<file path="config.mk">
export PLATFORM = sky130hd
export DESIGN_NAME = pinc_unit
export DESIGN_NICKNAME = d
export VERILOG_FILES = /design/src/rtl/pinc_pkg.sv /design/src/rtl/pinc_decode.sv /design/src/rtl/pinc_seq.sv /design/src/rtl/pinc_regs.sv /design/src/rtl/pinc_unit.sv
export SDC_FILE = /design/constraint.sdc
export NUM_CORES = 1
export LEC_CHECK = 0
export ABC_AREA = 1
export CAP_MARGIN = 15
export CORE_MARGIN = 2
export CORE_UTILIZATION = 35
export CTS_CLUSTER_DIAMETER = 80
export DETAILED_ROUTE_END_ITERATION = 8
export RECOVER_POWER = 25
export SYNTH_ARGS = -nofsm -noshare
export SYNTH_HDL_FRONTEND = slang
export SYNTH_SLANG_ARGS = --single-unit
</file>
<file path="constraint.sdc">
create_clock -name clk -period 3.2 [get_ports clk]
set_input_delay 0.32 -clock clk [delete_from_list [all_inputs] [get_ports clk]]
set_output_delay 0.32 -clock clk [all_outputs]
set_load 0.005 [all_outputs]
</file>
<file path="src/rtl/pinc_pkg.sv">
`timescale 1ns/1ps
package pinc_pkg;
  localparam int NUM_PAIRS = 3;

  typedef enum logic [1:0] {
    SEL_BC    = 2'd0,
    SEL_DE    = 2'd1,
    SEL_HL    = 2'd2,
    SEL_FLAGS = 2'd3
  } reg_sel_e;
endpackage

</file>
<file path="src/rtl/pinc_decode.sv">
`timescale 1ns/1ps
module pinc_decode #(
  parameter int OP_W = 8
) (
  input  logic [OP_W-1:0] op,
  output logic            hit,
  output logic [1:0]      pair
);
  // Recognised form: top bits zero, pair index in bits 5:4, low nibble 0011.
  function automatic logic is_pair_inc(input logic [OP_W-1:0] o);
    logic upper_zero;
    upper_zero = (o[OP_W-1:6] == '0);
    return upper_zero && (o[3:0] == 4'b0011) && (o[5:4] != 2'b11);
  endfunction

  assign hit  = is_pair_inc(op);
  assign pair = op[5:4];
endmodule

</file>
<file path="src/rtl/pinc_seq.sv">
`timescale 1ns/1ps
module pinc_seq #(
  parameter int NUM_STATES = 6
) (
  input  logic clk,
  input  logic rst,
  input  logic start,
  output logic accept,
  output logic busy,
  output logic last
);
  localparam int CNT_W = $clog2(NUM_STATES + 1);
  localparam logic [CNT_W-1:0] LAST_CNT = CNT_W'(NUM_STATES);

  logic [CNT_W-1:0] cnt_q;

  assign busy   = (cnt_q != '0);
  assign last   = (cnt_q == LAST_CNT);
  assign accept = start && !busy;

  always_ff @(posedge clk) begin
    if (rst)         cnt_q <= '0;
    else if (accept) cnt_q <= CNT_W'(1);
    else if (last)   cnt_q <= '0;
    else if (busy)   cnt_q <= cnt_q + CNT_W'(1);
  end
endmodule

</file>
<file path="src/rtl/pinc_regs.sv">
`timescale 1ns/1ps
module pinc_regs
  import pinc_pkg::*;
#(
  parameter int BYTE_W = 8,
  parameter int FLAG_W = 8
) (
  input  logic                clk,
  input  logic                rst,
  input  logic                ld_ok,
  input  logic [1:0]          ld_sel,
  input  logic [2*BYTE_W-1:0] ld_data,
  input  logic                wb_en,
  input  logic [1:0]          wb_pair,
  output logic [2*BYTE_W-1:0] pairs_q [NUM_PAIRS],
  output logic [FLAG_W-1:0]   flags_q
);
  localparam int PAIR_W = 2 * BYTE_W;

  // Two-byte increment: low byte first, its carry feeds the high byte.
  function automatic logic [PAIR_W-1:0] step_pair(input logic [BYTE_W-1:0] hi,
                                                  input logic [BYTE_W-1:0] lo);
    logic [BYTE_W:0]   lo_sum;
    logic [BYTE_W-1:0] hi_sum;
    lo_sum = {1'b0, lo} + {{BYTE_W{1'b0}}, 1'b1};
    hi_sum = hi + {{(BYTE_W-1){1'b0}}, lo_sum[BYTE_W]};
    return {hi_sum, lo_sum[BYTE_W-1:0]};
  endfunction

  for (genvar g = 0; g < NUM_PAIRS; g++) begin : g_pair
    logic [BYTE_W-1:0] hi_q, lo_q;
    logic              ld_hit, wb_hit;

    assign ld_hit = ld_ok && (ld_sel == 2'(g));
    assign wb_hit = wb_en && (wb_pair == 2'(g));

    always_ff @(posedge clk) begin
      if (rst) begin
        hi_q <= '0;
        lo_q <= '0;
      end else if (ld_hit) begin
        {hi_q, lo_q} <= ld_data;
      end else if (wb_hit) begin
        {hi_q, lo_q} <= step_pair(hi_q, lo_q);
      end
    end

    assign pairs_q[g] = {hi_q, lo_q};
  end

  always_ff @(posedge clk) begin
    if (rst)                                  flags_q <= '0;
    else if (ld_ok && ld_sel == SEL_FLAGS)    flags_q <= ld_data[FLAG_W-1:0];
  end
endmodule

</file>
<file path="src/rtl/pinc_unit.sv">
`timescale 1ns/1ps
module pinc_unit
  import pinc_pkg::*;
#(
  parameter int BYTE_W     = 8,
  parameter int FLAG_W     = 8,
  parameter int OP_W       = 8,
  parameter int NUM_STATES = 6
) (
  input  logic                clk,
  input  logic                rst,
  input  logic                start,
  input  logic [OP_W-1:0]     opcode,
  input  logic                ld_en,
  input  logic [1:0]          ld_sel,
  input  logic [2*BYTE_W-1:0] ld_data,
  output logic [2*BYTE_W-1:0] bc_q,
  output logic [2*BYTE_W-1:0] de_q,
  output logic [2*BYTE_W-1:0] hl_q,
  output logic [FLAG_W-1:0]   flags_q,
  output logic                busy,
  output logic                done,
  output logic                illegal
);
  localparam int PAIR_W = 2 * BYTE_W;

  // Internal events, named for the checker.
  logic            seq_accept;
  logic            seq_last;
  logic            op_hit;
  logic [1:0]      op_pair;
  logic            ld_ok;
  logic [OP_W-1:0] op_q;
  logic [PAIR_W-1:0] pairs_q [NUM_PAIRS];

  pinc_seq #(.NUM_STATES(NUM_STATES)) u_seq (
    .clk    (clk),
    .rst    (rst),
    .start  (start),
    .accept (seq_accept),
    .busy   (busy),
    .last   (seq_last)
  );

  always_ff @(posedge clk) begin
    if (rst)             op_q <= '0;
    else if (seq_accept) op_q <= opcode;
  end

  pinc_decode #(.OP_W(OP_W)) u_dec (
    .op   (op_q),
    .hit  (op_hit),
    .pair (op_pair)
  );

  assign done    = seq_last && op_hit;
  assign illegal = seq_last && !op_hit;
  assign ld_ok   = ld_en && !busy;

  pinc_regs #(.BYTE_W(BYTE_W), .FLAG_W(FLAG_W)) u_regs (
    .clk     (clk),
    .rst     (rst),
    .ld_ok   (ld_ok),
    .ld_sel  (ld_sel),
    .ld_data (ld_data),
    .wb_en   (done),
    .wb_pair (op_pair),
    .pairs_q (pairs_q),
    .flags_q (flags_q)
  );

  assign bc_q = pairs_q[SEL_BC];
  assign de_q = pairs_q[SEL_DE];
  assign hl_q = pairs_q[SEL_HL];
endmodule

</file>
==> results.md, run 1 <==
- Detailed-route wire length: 12230 um
- Clock Skews: 0.008291 ns
- Layout cells sized above 1: 0.05204
- Hold-fix buffers, CTS: 0
- Row cnt: 39
- Height of the die: 112.5 um
- Status: finished clean
- Gate Count Post-Synth: 633
- Final Setup Violations: 0
- CP max stage delay: 0.51 ns
- Clock Latency Late Sink: 0.33 ns
- Post-DP HPWL: 8598 um
- Leading area contributor after synthesis: dfxtp_1
- Post-CTS setup repair buffer count: 0
- # IOs: 89
- Worst Setup Start Kind: flip-flop
- Worst path slowest cell: nor3_2
- Tcrit/Tclk final: 0.7379
- Layout area overhead: 29.51%
- Maxcap violations: 0
- Clk root buf: clkbuf_16
- Power Density: 429.8 nW/um2
- Fin Setup TNS: 0 ns
- Mapped Nets: 675
- Grt ovf: 0
- First-pass GRT wire length: 19770 um
- WL/cell: 14.32 um
- CP max FO: 12
- Die width: 112.5 um
- Final number of hold-violating endpoints: 0
- Post-Syn Area: 4116 um2
- Pwr Total: 2.291 mW
- Synth warn: 0
- Global Route Usage Sum: 0.1932
- RSZ-0062 raised after global routing: false
- Largest net degree at the start of global routing: 50
- Worst Hold Depth: 2
- Clock transition at the registers of the reported paths: 0.06 ns
- GP Congestion: 0.8399
- Synthesis-stage register bit count: 67
- Initial antenna violation count: 0
- Top-count cell post-synth: nand2_1
- # DRC: 0
- Die ar.: 12650 um2
- Max VDD drop: 0.2570 mV
- Layout Nets: 748
- Worst Path Arrival: 2.59 ns
- Synthesized area per cell: 6.503 um2
- First drt pass iteration count: 5
- Worst slack at placement: 1.038 ns
- Crit path required time: 3.43 ns
- Effective utilization at floorplan: 0.3590
- Min-delay worst type: reg -> reg
- CTS Buf Count: 9
- CP Capture Type: flip-flop
- CTS H-Tree Depth: 3
- Worst reg-to-reg setup slack: 0.84 ns
- Critical path cell sequence: inv_1, ha_1, inv_1, nor2_1, nand2_1, nor3_2, inv_1, nor2_1, nor2_1
- Max Fclk: 0.4235 GHz
- DRT iter0 DRCs: 238
- CTS tree: built
- Max-slew headroom: 0.5840
- Pleak: 2.231 nW
- Post-route setup slack: 0.8388 ns
- Ant. Diodes: 0
- Count of pins over their slew limit: 0
- Synth cell types: 28
- Clock sink total: 67
- Antenna Nets Post-Route: 0
- Core box area: 11470 um2
- Yosys top cell area share: 0.3258
- Worst-margin pin slew: 0.6206 ns
- Largest cells by area after synthesis: dfxtp_1 33%, nand2_1 17%, nand3_1 11%
- Most frequent cells after synthesis: 189 x nand2_1, 92 x nand3_1, 67 x dfxtp_1
- Min cycle time layout: 2.361 ns
- Vias: 4334
- # resized after CTS: 0
- Most common flop cell mapped by yosys: dfxtp_1
- Worst r2r path cells: 9
- Vias/cell: 5.075
- # port buffers: 88
- Sequential-to-total area share from yosys stat: 0.3258
- Post-synth EDFFs: 0
- Bufs on Longest Clock Path: 2
- Asr flop ratio synth: 0
- Crit Path Class: reg -> reg
- Vias in the first global route: 4076
-- routing by layer --
metal	wire, um	up-vias	part of all wire	track usage
li1	-	2197	-	-
met1	5408	2004	0.44	0.2443
met2	5835	118	0.48	0.3273
met3	814	15	0.067	0.04644
met4	173	0	0.014	0.05772
met5	0	-	0	0
-- where the power goes --
| group | switching [mW] | internal, mW |
|---|---|---|
| logic | 0.184 | 0.121 |
| registers | 0.0260 | 0.867 |
| clock network | 0.406 | 0.688 |
-- flip-flops by register name, indices dropped and copies added (netlist names) --
| name | cells |
|---|---|
| u_regs.g_pair.hi_q | 24 |
| u_regs.g_pair.lo_q | 24 |
| op_q | 8 |
| u_regs.flags_q | 8 |
| u_seq.cnt_q | 3 |
-- kinds of logic (layout without fill, tap and decap cells) --
kind of cell,Yosys count,in the layout,synth area share
AND/OR/NAND/NOR,367,367,0.4018
AO/OA/AOI/OAI,95,95,0.1179
buffers and inverters,78,156,0.08815
flip-flops,67,67,0.3258
XOR/XNOR,14,14,0.02979
adder cells (fa/ha/maj),12,12,0.03647
-- area by class of cell --
class	instances	area, um2
Sequential cell	67	1341
Inverter	51	191.4
Fill cell	1132	6136
Tap cell	143	178.9
Multi-Input combinational cell	488	2405
Timing Repair Buffer	89	888.4
Clock buffer	9	225.2
Clock inverter	7	101.3
-- worst max-delay path, delay by kind of cell, from the launching register on --
family        cells  cell delay [ns]
flops             1             0.32
fa+ha+maj         1             0.23
buf+inv           3             0.38
simple gates      5             1.33
-- per-stage QoR --
stage | instance area [um2] | instances | hold slack, ns | util
3_3_place_gp | 5012 | 838 | 0.4447 | 0.4371
2_1_floorplan | 4116 | 633 | 0.4301 | -
3_5_place_dp | 5012 | 838 | 0.4487 | 0.4371
6_report | 5331 | 854 | 0.4514 | 0.4649
5_1_grt | 5331 | 854 | 0.4863 | 0.4649
4_1_cts | 5339 | 854 | 0.4578 | 0.4656
-- cell usage in the layout (no fill, tap or decap) --
master	instances
nand2_1	189
nand3_1	92
dfxtp_1	67
nor2_1	65
a21oi_1	58
clkdlybuf4s50_1	58
inv_1	46
dlygate4sd3_1	30
o21ai_0	17
o21ai_1	16
ha_1	12
xnor2_1	10
clkbuf_16	9
inv_2	5
nand2_4	5
nand3b_1	4
xor2_1	4
o21bai_1	4
nand3_4	3
nand2_2	2
nor3_1	2
bufinv_16	2
clkinv_4	2
clkinvlp_4	2
nand3_2	1
nor2_4	1
nor2_8	1
nand2_8	1
nor3_2	1
inv_6	1
buf_4	1
-- worst paths after layout --
| check | from | to |
|---|---|---|
| setup / recovery | u_seq.cnt_q[0] | u_regs.flags_q[7] |
| hold / removal | op_q[7] | op_q[7] |
| setup reg to reg | u_seq.cnt_q[0] | u_regs.flags_q[7] |
| hold reg to reg | op_q[7] | op_q[7] |
Power figures use the tool's default switching activity.
==> run 2, diff against run 1 <==
==> constraint.sdc (replaced) <==
create_clock -name clk -period 2.3 [get_ports clk]
set_input_delay 0.23 -clock clk [delete_from_list [all_inputs] [get_ports clk]]
set_output_delay 0.23 -clock clk [all_outputs]
set_load 0.005 [all_outputs]
==> results.md, run 2 (synthesis results as in run 1) <==
- CP Capture Type: primary output
- Clock transition at the registers of the reported paths: 0.05 ns
- Critical path cell sequence: inv_1, ha_1, nand2_2, nor3_1, clkdlybuf4s50_1
- Most common cell after layout, fill and taps aside: nand2_1
- CP max stage delay: 0.58 ns
- Most frequent cells in the layout: 189 x nand2_1, 92 x nand3_1, 81 x clkdlybuf4s50_1
- Initial antenna violation count: 0
- CP max FO: 5
- Max Fclk: 0.4534 GHz
- Tcrit/Tclk final: 0.9590
- Detailed-route wire length: 12300 um
- Max VDD drop: 0.2655 mV
- DRT iter0 DRCs: 322
- Post-DP Area: 5062 um2
- Pleak: 2.157 nW
- Clock Latency Late Sink: 0.33 ns
- CTS Buf Count: 9
- Global Route Usage Sum: 0.2002
- Min cycle time layout: 2.206 ns
- Cell family with most CP delay: buffers and inverters
- Layout Nets: 753
- Final Instance Area: 5359 um2
- # port buffers: 88
- Clock sink total: 67
- Die width: 112.5 um
- Grt ovf: 0
- CTS tree: built
- Vias in the first global route: 4103
- Die ar.: 12650 um2
- Status: finished clean
- Row cnt: 39
- Worst path buffer plus inverter count: 2
- Worst-margin pin slew: 0.5006 ns
- Ant. Diodes: 0
- Worst Path Arrival: 1.98 ns
- Final Setup Violations: 0
- RSZ-0062 raised after global routing: true
- GP Congestion: 0.8327
- Placed insts: 843
- Count of pins over their slew limit: 0
- WL/cell: 14.31 um
- Crit Path Class: reg -> out
- Min-delay worst type: reg -> reg
- # DRC: 0
- Maxcap violations: 0
- CTS H-Tree Depth: 3
- Largest net degree at the start of global routing: 50
- Clk root buf: clkbuf_16
- Vias: 4374
- Layout cells sized above 1: 0.06564
- First-pass GRT wire length: 20150 um
- Final number of hold-violating endpoints: 0
- Max-slew headroom: 0.6650
- Worst path slowest cell: clkdlybuf4s50_1
- Post-DP HPWL: 8735 um
- Finished Layout Cells: 859
- Vias/cell: 5.092
- # IOs: 89
- Height of the die: 112.5 um
- Hold-fix buffers, CTS: 0
- Clock Skews: 0.008442 ns
- Antenna Nets Post-Route: 0
- Effective utilization at floorplan: 0.3590
- Core box area: 11470 um2
- Worst Setup Start Kind: flip-flop
- Power Density: 569.4 nW/um2
- Crit path required time: 2.07 ns
- Layout area overhead: 30.18%
- Bufs on Longest Clock Path: 2
- First drt pass iteration count: 6
- Largest regs: u_regs.g_pair.hi_q x24, u_regs.g_pair.lo_q x24
-- run 2: cell types whose count changed in the layout (fill, tap and decap cells not counted), sizes merged --
cell	delta
clkdlybuf4s50	+23
buf	+5
bufinv	-1
dlygate4sd3	-23
inv	-1
clkinv	-1
clkinvlp	-2
clkbuf	+5
-- run 2: report_power, final --
group          leakage [nW]  switching, mW  internal [mW]
Sequential            0.545         0.0366           1.21
Combinational          1.47          0.257          0.179
Clock                 0.141          0.501          0.869
Total                  2.16          0.795           2.26
-- run 2: cell type report --
class                   instances  area (um2)
well taps                     143       178.9
clock buffers                  14       254.0
multi-input cells             488        2415
clock inverters                 2       35.03
flip-flops and latches         67        1346
repair buffers                 94       938.4
fillers                      1188        6108
inverters                      51       191.4
-- run 2: final timing paths --
kind / to / depth (start not counted) / slack (ns) / from
min: op_q[2] / 2 / 0.46 / op_q[2]
max reg2reg: u_regs.g_pair[0].hi_q[6] / 15 / 0.23 / u_regs.g_pair[0].lo_q[1]
min reg2reg: op_q[2] / 2 / 0.46 / op_q[2]
max: done / 5 / 0.09 / u_seq.cnt_q[0]
-- run 2: repair_timing --
item,4_1_cts,5_1_grt
gates resized for setup,0,9
setup endpoints to repair,0,8
setup buffers,0,0
-- run 2: per-layer routing --
layer | global-route usage | share of wire | vias to the layer above
li1 | - | - | 2209
met1 | 0.2710 | 0.45 | 2009
met2 | 0.3145 | 0.46 | 136
met3 | 0.04860 | 0.069 | 20
met4 | 0.06585 | 0.016 | 0
met5 | 0 | 0 | -
-- run 2: per-stage QoR --
stage / setup TNS, ns / worst slack (ns) / total power [mW] / hold slack [ns] / util
final: 0 / 0.09438 / 3.051 / 0.4628 / 0.4673
after global placement: 0 / 0.2723 / 1.705 / 0.4452 / 0.4415
after global routing: -0.02838 / -0.01785 / 3.195 / 0.4727 / 0.4673
after CTS: 0 / 0.04104 / 3.084 / 0.4611 / 0.4667
after floorplan: 0 / 0.3776 / 1.532 / 0.3649 / -
after detailed placement: 0 / 0.1894 / 1.712 / 0.4539 / 0.4415
-- run 2: worst reg2reg max path: cells and delay by family, from the launching register on --
| family | cells | cell delay [ns] |
|---|---|---|
| AND/OR/NAND/NOR | 11 | 0.92 |
| adder cells (fa/ha/maj) | 3 | 0.63 |
| flip-flops | 1 | 0.36 |
| AO/OA/AOI/OAI | 1 | 0.11 |
==> run 3, diff against run 2 <==
--- a/config.mk
+++ b/config.mk
@@ -6,11 +6,11 @@
 export NUM_CORES = 1
 export LEC_CHECK = 0
 export ABC_AREA = 1
-export CAP_MARGIN = 15
 export CORE_MARGIN = 2
-export CORE_UTILIZATION = 35
+export CORE_UTILIZATION = 51
 export CTS_CLUSTER_DIAMETER = 80
 export DETAILED_ROUTE_END_ITERATION = 8
+export PLACE_DENSITY = 0.8
 export RECOVER_POWER = 25
 export SYNTH_ARGS = -nofsm -noshare
 export SYNTH_HDL_FRONTEND = slang
==> results.md, run 3 (synthesis results as in run 1) <==
- Status: finished clean
- Grt ovf: 0
- Clk root buf: clkbuf_8
- Post-CTS setup repair buffer count: 0
- Initial antenna violation count: 0
- Min cycle time layout: 2.115 ns
- R2R Path End: u_regs.g_pair[0].hi_q[6]
- Global Route Usage Sum: 0.2717
- Most frequent cells in the layout: 189 x nand2_1, 92 x nand3_1, 64 x nor2_1
- Clock sink total: 67
- # DRC: 0
- # port buffers: 88
- First-pass GRT wire length: 19000 um
- DRT iter0 DRCs: 328
- Fill cells: 686
- GP Congestion: 0.9041
- CTS H-Tree Depth: 3
- Crit Path Class: reg -> out
- Layout area overhead: 27.51%
- WHS: 0.4563 ns
- RSZ-0062 raised after global routing: false
- Hold EP: op_q[7]
- Final number of hold-violating endpoints: 0
- Clock Latency Late Sink: 0.35 ns
- Hold wc startpoint: op_q[7]
- R2r startpoint: u_regs.g_pair[0].lo_q[1]
- Vias: 4375
- WL/cell: 14.24 um
- Vias/cell: 5.348
- CP Capture Type: primary output
- Height of the die: 93.84 um
- Antenna Nets Post-Route: 0
- Clock transition at the registers of the reported paths: 0.07 ns
- Most common cell after layout, fill and taps aside: nand2_1
- Max Fclk: 0.4727 GHz
- Largest regs: u_regs.g_pair.hi_q x24, u_regs.g_pair.lo_q x24
- Fin Setup TNS: 0 ns
- Maxcap violations: 0
- Post-DP HPWL: 8055 um
- Die width: 93.84 um
- Vias in the first global route: 3965
- Crit path required time: 2.07 ns
- CTS Buf Count: 9
- Worst Hold Depth: 2
- Pwr Total: 2.817 mW
- Tcrit/Tclk final: 0.9197
- Min-delay worst type: reg -> reg
- Bufs on Longest Clock Path: 2
- Worst r2r path cells: 15
- Post-DP Area: 5011 um2
- Layout Nets: 753
- Count of pins over their slew limit: 0
- First drt pass iteration count: 5
- Row cnt: 32
- Worst Path Arrival: 1.89 ns
- Worst reg-to-reg setup slack: 0.22 ns
- Core box area: 7767 um2
- Ant. Diodes: 0
- Clock Skews: 0.006627 ns
- Final Instance Area: 5249 um2
- Power Density: 536.7 nW/um2
- Worst Setup Start Kind: flip-flop
- Max VDD drop: 0.3791 mV
- Finished Layout Cells: 818
- Worst-margin pin slew: 0.4901 ns
- Detailed-route wire length: 11650 um
- Effective utilization at floorplan: 0.5300
- CTS tree: built
- Largest net degree at the start of global routing: 50
- Placed insts: 802
- Final Setup Violations: 0
- # IOs: 89
- Pleak: 2.209 nW
- Max-slew headroom: 0.6721
- CP max FO: 5
- Die ar.: 8806 um2
- Layout cells sized above 1: 0.06844
## run 3: cell count changes in the layout (fill, tap and decap cells not counted), moves of 2 or more
cell             change
clkdlybuf4s50_1     -21
dlygate4sd3_1       +21
clkbuf_8            +10
clkbuf_16            -9
clkbuf_1             -3
ha_1                 +2
ha_2                 -2
## run 3: worst max-delay path: stages, from the launching register on
cell and delay (ns):
dfxtp_1 0.33, inv_1 0.11, ha_1 0.17, nand2_2 0.10, nor3_2 0.29, clkdlybuf4s50_1 0.55
## run 3: area by class of cell
class	count	area, um2	area share
inverter	51	191.4	0.03647
tap	102	127.6	0.02431
clock inverter	4	72.57	0.01383
timing repair buffer	94	938.4	0.1788
clock buffer	12	155.1	0.02956
multi-input combinational	488	2417	0.4605
sequential	67	1346	0.2565
## run 3: worst max path at each step
stage | from | end | slack [ns] | cells past startpoint
2_1_floorplan | u_regs.g_pair[2].lo_q[1] | u_regs.g_pair[2].hi_q[6] | 0.38 | 14
3_3_place_gp | u_regs.g_pair[2].lo_q[1] | u_regs.g_pair[2].hi_q[6] | 0.30 | 14
3_5_place_dp | u_regs.g_pair[0].lo_q[1] | u_regs.g_pair[0].hi_q[6] | 0.16 | 15
4_1_cts | u_seq.cnt_q[0] | done | 0.04 | 5
5_1_grt | u_regs.g_pair[2].lo_q[0] | u_regs.g_pair[2].hi_q[6] | 0.01 | 13
6_report | u_seq.cnt_q[0] | done | 0.18 | 5
## run 3: report_power, final
part           internal (mW)  switching (mW)
clock network          0.669           0.475
logic                  0.174           0.257
registers               1.21          0.0367
## run 3: repair_timing
action | 4_1_cts | 5_1_grt
endpoints found under the setup margin | 0 | 6
hold buffers | 0 | 0
gates resized for setup | 0 | 8
## run 3: through the flow
step	util	setup slack [ns]
floorplan	-	0.3776
global placement	0.6451	0.3002
detailed placement	0.6451	0.1578
CTS	0.6745	0.04297
global route	0.6757	0.01065
finish	0.6757	0.1847
## run 3: layer usage
| layer | GRT usage | vias to the layer above | part of all wire |
|---|---|---|---|
| li1 | - | 2206 | - |
| met1 | 0.3447 | 1985 | 0.43 |
| met4 | 0.07488 | 0 | 0.021 |
| met5 | 0 | - | 0 |
| met2 | 0.4625 | 164 | 0.48 |
| met3 | 0.06180 | 20 | 0.069 |
